[src/rtl/pfwin_pkg.sv]
package pfwin_pkg;
  typedef enum logic [1:0] {
    WORD_BASELIM = 2'd0,
    WORD_BASEUP  = 2'd1,
    WORD_LIMUP   = 2'd2,
    WORD_NONE    = 2'd3
  } cfgWord_e;

  localparam int CFG_BYTES = 4;
  localparam logic [3:0] IND64 = 4'h1;

  typedef struct packed {
    logic [CFG_BYTES-1:0] wrBaseLim;
    logic [CFG_BYTES-1:0] wrBaseUp;
    logic [CFG_BYTES-1:0] wrLimUp;
    logic                 rdEn;
    cfgWord_e             rdSel;
  } pfwinStrobes_t;
endpackage

[src/rtl/pfwin_ctrl.sv]
module pfwin_ctrl
  import pfwin_pkg::*;
(
  input  logic                 clk,
  input  logic                 rstN,
  input  logic                 cfgReq,
  input  logic                 cfgWrite,
  input  logic [1:0]           cfgAddr,
  input  logic [CFG_BYTES-1:0] cfgByteEn,
  output pfwinStrobes_t        strb,
  output logic                 cfgRvalid
);
  cfgWord_e word;
  logic     wrEn;

  assign word = cfgWord_e'(cfgAddr);
  assign wrEn = cfgReq && cfgWrite;

  always_comb begin
    strb = '0;
    strb.rdEn  = cfgReq && !cfgWrite;
    strb.rdSel = word;
    if (wrEn) begin
      case (word)
        WORD_BASELIM: strb.wrBaseLim = cfgByteEn;
        WORD_BASEUP:  strb.wrBaseUp  = cfgByteEn;
        WORD_LIMUP:   strb.wrLimUp   = cfgByteEn;
        default:      ;
      endcase
    end
  end

  always_ff @(posedge clk or negedge rstN) begin
    if (!rstN) cfgRvalid <= 1'b0;
    else       cfgRvalid <= strb.rdEn;
  end
endmodule

[src/rtl/pfwin_regs.sv]
module pfwin_regs
  import pfwin_pkg::*;
#(
  parameter int ADDR_W = 64,
  parameter int CFG_W  = 32
) (
  input  logic                 clk,
  input  logic                 rstN,
  input  pfwinStrobes_t        strb,
  input  logic [CFG_W-1:0]     cfgWdata,
  output logic [CFG_W-1:0]     cfgRdata,
  output logic [11:0]          baseFld,
  output logic [11:0]          limFld,
  output logic [ADDR_W-33:0]   baseUp,
  output logic [ADDR_W-33:0]   limUp
);
  localparam int UP_W     = ADDR_W - 32;
  localparam int UP_BYTES = UP_W / 8;

  // Word 0: base field in bits 15:4, limit field in bits 31:20
  always_ff @(posedge clk or negedge rstN) begin
    if (!rstN) begin
      baseFld <= '0;
      limFld  <= '0;
    end else begin
      if (strb.wrBaseLim[0]) baseFld[3:0]  <= cfgWdata[7:4];
      if (strb.wrBaseLim[1]) baseFld[11:4] <= cfgWdata[15:8];
      if (strb.wrBaseLim[2]) limFld[3:0]   <= cfgWdata[23:20];
      if (strb.wrBaseLim[3]) limFld[11:4]  <= cfgWdata[31:24];
    end
  end

  for (genvar i = 0; i < UP_BYTES; i++) begin : g_upLane
    always_ff @(posedge clk or negedge rstN) begin
      if (!rstN) begin
        baseUp[8*i +: 8] <= '0;
        limUp[8*i +: 8]  <= '0;
      end else begin
        if (strb.wrBaseUp[i]) baseUp[8*i +: 8] <= cfgWdata[8*i +: 8];
        if (strb.wrLimUp[i])  limUp[8*i +: 8]  <= cfgWdata[8*i +: 8];
      end
    end
  end

  logic [CFG_W-1:0] rdMux;
  always_comb begin
    case (strb.rdSel)
      WORD_BASELIM: rdMux = {limFld, IND64, baseFld, IND64};
      WORD_BASEUP:  rdMux = baseUp;
      WORD_LIMUP:   rdMux = limUp;
      default:      rdMux = '0;
    endcase
  end

  always_ff @(posedge clk or negedge rstN) begin
    if (!rstN)          cfgRdata <= '0;
    else if (strb.rdEn) cfgRdata <= rdMux;
  end
endmodule

[src/rtl/pfwin_match.sv]
module pfwin_match #(
  parameter int ADDR_W = 64
) (
  input  logic [ADDR_W-21:0] addrHi,
  input  logic [11:0]        baseFld,
  input  logic [11:0]        limFld,
  input  logic [ADDR_W-33:0] baseUp,
  input  logic [ADDR_W-33:0] limUp,
  input  logic               upstream,
  input  logic               memEn,
  input  logic               bmEn,
  input  logic [1:0]         prefCtl,
  output logic               forward,
  output logic               prefOk
);
  localparam int CMP_W = ADDR_W - 20;

  logic [CMP_W-1:0] baseCmp, limCmp;
  logic             geBase, ltLim, inWin;

  assign baseCmp = {baseUp, baseFld};
  assign limCmp  = {limUp, limFld};
  assign geBase  = addrHi >= baseCmp;
  assign ltLim   = addrHi < limCmp;
  assign inWin   = geBase && ltLim;

  always_comb begin
    if (upstream) begin
      forward = !inWin && bmEn;
      prefOk  = inWin && (prefCtl != 2'b00);
    end else begin
      forward = inWin && memEn;
      prefOk  = 1'b0;
    end
  end
endmodule

[src/rtl/pfwin_decoder.sv]
module pfwin_decoder
  import pfwin_pkg::*;
#(
  parameter int ADDR_W = 64,
  parameter int CFG_W  = 32
) (
  input  logic               clk,
  input  logic               rstN,
  input  logic               cfgReq,
  input  logic               cfgWrite,
  input  logic [1:0]         cfgAddr,
  input  logic [3:0]         cfgByteEn,
  input  logic [CFG_W-1:0]   cfgWdata,
  output logic [CFG_W-1:0]   cfgRdata,
  output logic               cfgRvalid,
  input  logic [ADDR_W-21:0] decAddrHi,
  input  logic               decUpstream,
  input  logic               memSpaceEn,
  input  logic               busMasterEn,
  input  logic [1:0]         upPrefCtl,
  output logic               decForward,
  output logic               decPrefetchOk
);
  pfwinStrobes_t       strb;
  logic [11:0]         baseFld, limFld;
  logic [ADDR_W-33:0]  baseUp, limUp;

  pfwin_ctrl i_ctrl (
    .clk(clk), .rstN(rstN), .cfgReq(cfgReq), .cfgWrite(cfgWrite),
    .cfgAddr(cfgAddr), .cfgByteEn(cfgByteEn), .strb(strb), .cfgRvalid(cfgRvalid)
  );

  pfwin_regs #(.ADDR_W(ADDR_W), .CFG_W(CFG_W)) i_regs (
    .clk(clk), .rstN(rstN), .strb(strb), .cfgWdata(cfgWdata), .cfgRdata(cfgRdata),
    .baseFld(baseFld), .limFld(limFld), .baseUp(baseUp), .limUp(limUp)
  );

  pfwin_match #(.ADDR_W(ADDR_W)) i_match (
    .addrHi(decAddrHi), .baseFld(baseFld), .limFld(limFld), .baseUp(baseUp),
    .limUp(limUp), .upstream(decUpstream), .memEn(memSpaceEn), .bmEn(busMasterEn),
    .prefCtl(upPrefCtl), .forward(decForward), .prefOk(decPrefetchOk)
  );
endmodule

[config.mk]
export PLATFORM = sky130hd
export DESIGN_NAME = pfwin_decoder
export DESIGN_NICKNAME = d
export VERILOG_FILES = /design/src/rtl/pfwin_pkg.sv /design/src/rtl/pfwin_ctrl.sv /design/src/rtl/pfwin_regs.sv /design/src/rtl/pfwin_match.sv /design/src/rtl/pfwin_decoder.sv
export SDC_FILE = /design/constraint.sdc
export NUM_CORES = 1
export LEC_CHECK = 0
export ABC_AREA = 1
export BUFFER_PORTS_ARGS = -buffer_cell sky130_fd_sc_hd__clkbuf_2
export CAP_MARGIN = 5
export CORE_MARGIN = 4
export CORE_UTILIZATION = 43
export CTS_CLUSTER_SIZE = 12
export DETAILED_ROUTE_END_ITERATION = 10
export PLACE_DENSITY = 0.65
export REMOVE_ABC_BUFFERS = 1
export SLEW_MARGIN = 5
export SYNTH_ARGS = -nofsm -noshare
export SYNTH_HDL_FRONTEND = slang
export SYNTH_SLANG_ARGS = --single-unit
[constraint.sdc]
create_clock -name clk -period 2.26 [get_ports clk]
set_clock_uncertainty 0.1 [all_clocks]
set_input_delay 0.226 -clock clk [delete_from_list [all_inputs] [get_ports clk]]
set_output_delay 0.226 -clock clk [all_outputs]
set_load 0.03 [all_outputs]
## Yosys cells after proc, flatten, opt, wreduce, memory -nomap -nowiden

Index checks and enable logic that the tools add are counted.

- Output and inout port bits: 35
- Bits in registers: 121
- Input bits: 91

- Equality and inequality tests: 2
- Magnitude comparators: 2
- Mux-type cells: 7
- Reduce and logical (&&, ||, !) cells: 10

Operators by type and width:

| operator | number |
|---|---|
| $pmux 32 s3 | 1 |
| $ge 44x44->1 | 1 |
| $lt 44x44->1 | 1 |
| $mux 12 | 1 |
| $mux 4 | 3 |
| $logic_and 1x1->1 | 6 |
| $eq 2x1->1 const B | 1 |
| $eq 2x2->1 const B | 1 |
| $logic_not 1->1 | 2 |
| $logic_not 2->1 | 1 |
| $mux 1 | 2 |
| $reduce_bool 2->1 | 1 |

## Logic depth before layout (Yosys ltp)

- Depth in word-level cells: 5
- Depth in mapped cells: 16
- Mapped depth without buffers: 16

## By module

A second synthesis with hierarchy kept.

- Cells, all modules: 904
- Area, all modules: 7,703.6 sq um

Modules (own cells, without submodules):

| module | cells each | instances | area each (sq um) | sequential area each (sq um) |
|---|---|---|---|---|
| pfwin_regs | 462 | 1 | 5,104.9 | 3,002.9 |
| pfwin_match | 416 | 1 | 2,467.4 | 0.0 |
| pfwin_ctrl | 26 | 1 | 131.4 | 25.0 |

## Worst setup path before layout

No wires, ideal clock.

- Path kind: flip-flop to output port
- From: reg i_regs.baseUp[15]
- To: out decPrefetchOk
- Stages on the path, launching flop included: 13
- Slack: 0.163 ns
- Arrival: 1.771 ns
- Path buffers: 0
- Path through: dfrtp_1 > inv_1 > ha_1 > nand2_1 > nor2_1 > nand2_1 > nor2_1 > inv_1 > nor2_1 > nand2_1 > nand3_1 > nand2_1 > nor2_1

- Longest elaborated chain between the ends: 4

Ends and longest elaborated chain:

| what | line | RTL |
|---|---|---|
| start: declaration | pfwin_regs.sv:14 | `output logic [ADDR_W-33:0] baseUp,` |
| start signal: indexed assignment | pfwin_regs.sv:39 | `if (strb.wrBaseUp[i]) baseUp[8*i +: 8] <= cfgWdata[8*i +: 8];` |
| $ge 44x44->1 | pfwin_match.sv:23 | `assign geBase = addrHi >= baseCmp;` |
| $logic_and 1x1->1 | pfwin_match.sv:25 | `assign inWin = geBase && ltLim;` |
| $logic_and 1x1->1 | pfwin_match.sv:30 | `prefOk = inWin && (prefCtl != 2'b00);` |
| $mux 1 | pfwin_match.sv:28 | `if (upstream) begin` |
| end: declaration | pfwin_decoder.sv:22 | `output logic decPrefetchOk` |

Every way passes these cells.

## Worst setup path after layout

- From: reg i_regs.limUp[26]
- To: out decForward

- Longest elaborated chain between the ends: 5

Ends and longest elaborated chain:

| what | line | RTL |
|---|---|---|
| start: declaration | pfwin_regs.sv:15 | `output logic [ADDR_W-33:0] limUp` |
| start signal: indexed assignment | pfwin_regs.sv:40 | `if (strb.wrLimUp[i]) limUp[8*i +: 8] <= cfgWdata[8*i +: 8];` |
| $lt 44x44->1 (*) | pfwin_match.sv:24 | `assign ltLim = addrHi < limCmp;` |
| $logic_and 1x1->1 (*) | pfwin_match.sv:25 |  |
| $logic_not 1->1 | pfwin_match.sv:29 | `forward = !inWin && bmEn;` |
| $logic_and 1x1->1 | pfwin_match.sv:29 |  |
| $mux 1 (*) | pfwin_match.sv:28 |  |
| end: declaration | pfwin_decoder.sv:21 | `output logic decForward,` |

Mark *: on every way between the ends. The rest lies on a longest branch, timed or not.

==> impl_metrics.py <==
metrics = {
    "clock_tree": {
        "cts_sinks": 121,
        "cts.reportedPaths.clkPinSlew_ns": 0.06,
        "root_buffer": "clkbuf_16",
        "cts_tree": "built",
        "cts_buffer_depth": 2,
        "cts-htree-levels": 4,
        "clk-insertion-delay-late_ns": 0.43,
        "cts_made_buffers": 17,
    },
    "finish": {
        "finish.utilization": 0.5972,
        "nNetsFinal": 1306,
        "diodes": 0,
        "multi_input_area_um2": 4030,
        "fillers": 1511,
        "regArea_um2": 3028,
        "drive_gt1_frac": 0.2691,
        "synthToLayoutAreaGrowth_pct": 36.28,
    },
    "setup_path": {
        "crit_chain": "inv_2 > ha_4 > nand2_2 > nor2_2 > nand2_4 > buf_4 > a21oi_1 > nor2_1 > nand2_2 > nor2_4 > nand2_4 > nand2_2 > nand2_2 > buf_8",
        "crit_start": "i_regs.limUp[26]$_DFFE_PN0P_",
        "r2r_cells": 6,
        "crit_end": "decForward",
        "worstPathRequired_ns": 1.93,
        "critPathMaxStageDelay_ns": 0.38,
        "worst-path-stages": 14,
        "critPathTopFamily": "simple AND/OR/NAND/NOR gates",
        "regToRegSetupSlack_ns": 0.94,
        "worst_r2r_endpoint": "i_regs.cfgRdata[26]$_DFFE_PN0P_",
        "crit_slowest_cell": "dfrtp_1",
        "path_buf_inv": 3,
        "r2r_start": "i_regs.baseUp[26]$_DFFE_PN0P_",
        "worstPathArrival_ns": 2.30,
        "path_class": "flop to primary output",
        "endpoint_kind": "primary output",
        "path_max_fanout": 2,
        "startpoint_type": "flop",
        "crit_path_frequent_cell": "nand2_2",
    },
    "drt": {
        "first_pass_iters": 5,
        "drt-total-wl_mm": 20.91,
        "wl_per_cell_um": 15.36,
        "drt_iter0_drc": 507,
        "drtAntennaViolNets": 0,
        "viasPerCell": 4.997,
        "routed-via-count": 6801,
        "drc": 0,
    },
    "timing": {
        "max-slew-margin-rel": 0.6391,
        "rsz0062_at_grt": "yes",
        "min_period_ns": 2.623,
        "hold_viol_final": 0,
        "fmax_mhz": 381.2,
        "worst_slack_ns": -0.3633,
        "worst_slew_pin_slew_ns": 0.5401,
        "period_share": 1.161,
        "final-max-slew-violation-count": 0,
        "holdWs_ns": 0.02592,
        "finalSetupViolCount": 2,
    },
    "die": {
        "start_util": 0.4382,
        "core_area_um2": 16580,
        "num_rows": 47,
        "num_io_pins": 126,
        "chipHeight_um": 138,
        "design.die.area_um2": 19040,
        "die_w_um": 138,
    },
    "grt": {
        "grt_start_max_net_pins": 49,
        "grt_use_total": 0.2151,
        "antenna_found_initial": 0,
        "overflow": 0,
        "grt_pass1_wl_mm": 33.27,
        "grt_pass1_vias": 6771,
    },
    "pwr": {
        "leakage_nw": 5.026,
        "powerDensity_nw_per_um2": 853.5,
        "ir_drop_mv": 0.5531,
        "total_power_mw": 8.452,
    },
    "synthesis": {
        "synth_top_area_share": 0.4167,
        "seq_area_frac_synth": 0.4167,
        "ys_ff_latch": 121,
        "avgSynthCellArea_um2": 7.789,
        "syn_area_um2": 7267,
        "synthTopCellsByArea": "dfrtp_1, ha_1, nand2_1",
        "synth_cell_types": 25,
        "syn_inst": 933,
        "synth_area_leader_cell": "dfrtp_1",
        "yosys_warnings": 0,
    },
    "flow_run": {
        "maxCapViolations": 0,
    },
    "placed_design": {
        "gp_congestion": 0.8555,
        "dp_hpwl_mm": 14.48,
        "port-buffer-count": 125,
    },
    "outcome": {
        "violations": "negative setup slack",
        "status": "finished with violations",
    },
    "hold_path": {
        "hp-class": "input pin to flop",
        "hold_depth": 3,
    },
}
-- power by group --
group          switching, mW  internal, mW
logic                   1.56          1.11
clock network           1.03          1.90
registers              0.266          2.59
total                   2.86          5.59
-- worst min-delay path by stage --
stage,from,to,slack (ns)
floorplan,rstN,i_ctrl.cfgRvalid$_DFF_PN0_,-0.17
global placement,rstN,i_ctrl.cfgRvalid$_DFF_PN0_,0.11
detailed placement,rstN,i_ctrl.cfgRvalid$_DFF_PN0_,0.10
CTS,cfgWdata[14],i_regs.limUp[14]$_DFFE_PN0P_,0.01
global route,cfgWdata[14],i_regs.baseUp[14]$_DFFE_PN0P_,0.04
finish,cfgWdata[14],i_regs.limUp[14]$_DFFE_PN0P_,0.03
-- worst reg2reg max path: cells and delay by family (launching register included) --
family / cells / cell delay [ns]
DFF: 1 / 0.39
AOI/OAI and AO/OA: 3 / 0.39
buffers and inverters: 3 / 0.31
-- metal layers --
metal	routed length (um)	up-vias	global-route usage	part of all wire
li1	-	3395	-	-
met4	348	0	0.05720	0.017
met5	0	-	0	0
met1	9441	3201	0.2893	0.45
met3	939	28	0.04454	0.045
met2	10180	177	0.3559	0.49
-- flip-flops by register name (all words and copies together) (netlist names) --
signal	flops
i_regs.baseUp	32
i_regs.cfgRdata	32
i_regs.limUp	32
i_regs.baseFld	12
i_regs.limFld	12
i_ctrl.cfgRvalid	1
-- cells in the final DEF, fill, tap and decap left out, drive strengths merged --
master / instances
o21a: 2
clkinvlp: 2
o22ai: 16
dlygate4sd3: 32
clkinv: 6
o21ai: 127
inv: 165
buf: 45
nand3b: 1
a21o: 2
a21oi: 60
nor2: 50
o21bai: 1
nand4: 4
ha: 87
bufinv: 4
nand2: 255
a221oi: 2
dfrtp: 121
a31oi: 6
clkbuf: 142
and2: 1
nand3: 10
-- cell usage after synthesis, drive strengths merged --
cell type  instances
and2               1
a221oi             2
nor2              50
o21a               2
nand2            255
nand4              4
a21o               2
o21bai             1
inv              165
o22ai             16
o21ai            127
ha                87
a31oi              6
buf               15
a21oi             60
clkbuf             8
nand3             10
nand3b             1
dfrtp            121
-- stage by stage --
| step | std cells | setup WS (ns) | cell area (um^2) | setup TNS [ns] |
|---|---|---|---|---|
| 6_report | 1361 | -0.3633 | 9903 | -0.6713 |
| 5_1_grt | 1361 | -0.5263 | 9903 | -1.003 |
| 2_1_floorplan | 910 | 0.1628 | 7123 | 0 |
| 4_1_cts | 1351 | -0.2749 | 9477 | -0.5476 |
| 3_3_place_gp | 1268 | 0.01031 | 8162 | 0 |
| 3_5_place_dp | 1268 | 0.008409 | 8162 | 0 |
-- cell families (layout without fill, tap and decap cells) --
group,Yosys count,count (layout),synth area share
buffers and inverters,188,396,0.1050
DFF,121,121,0.4167
adders and majority gates,87,87,0.1498
AOI/OAI and AO/OA,216,216,0.1553
and+or+nand+nor,321,321,0.1732
-- what timing repair did --
item,in CTS,in global routing
hold buffers,32,0
pin swaps,33,27
endpoints found under the setup margin,2,2
endpoints found under the hold margin,99,0
resized for setup,59,64
setup buffers,20,10
-- layout make-up --
cell class,count,share of cell area
clock inverters,12,0.01744
flip-flops and latches,121,0.3057
inverters,165,0.06254
repair buffers,199,0.1334
well taps,220,0.02780
clock buffers,20,0.04611
multi-input cells,624,0.4069
Note: power is estimated with default switching activity, not from simulation.
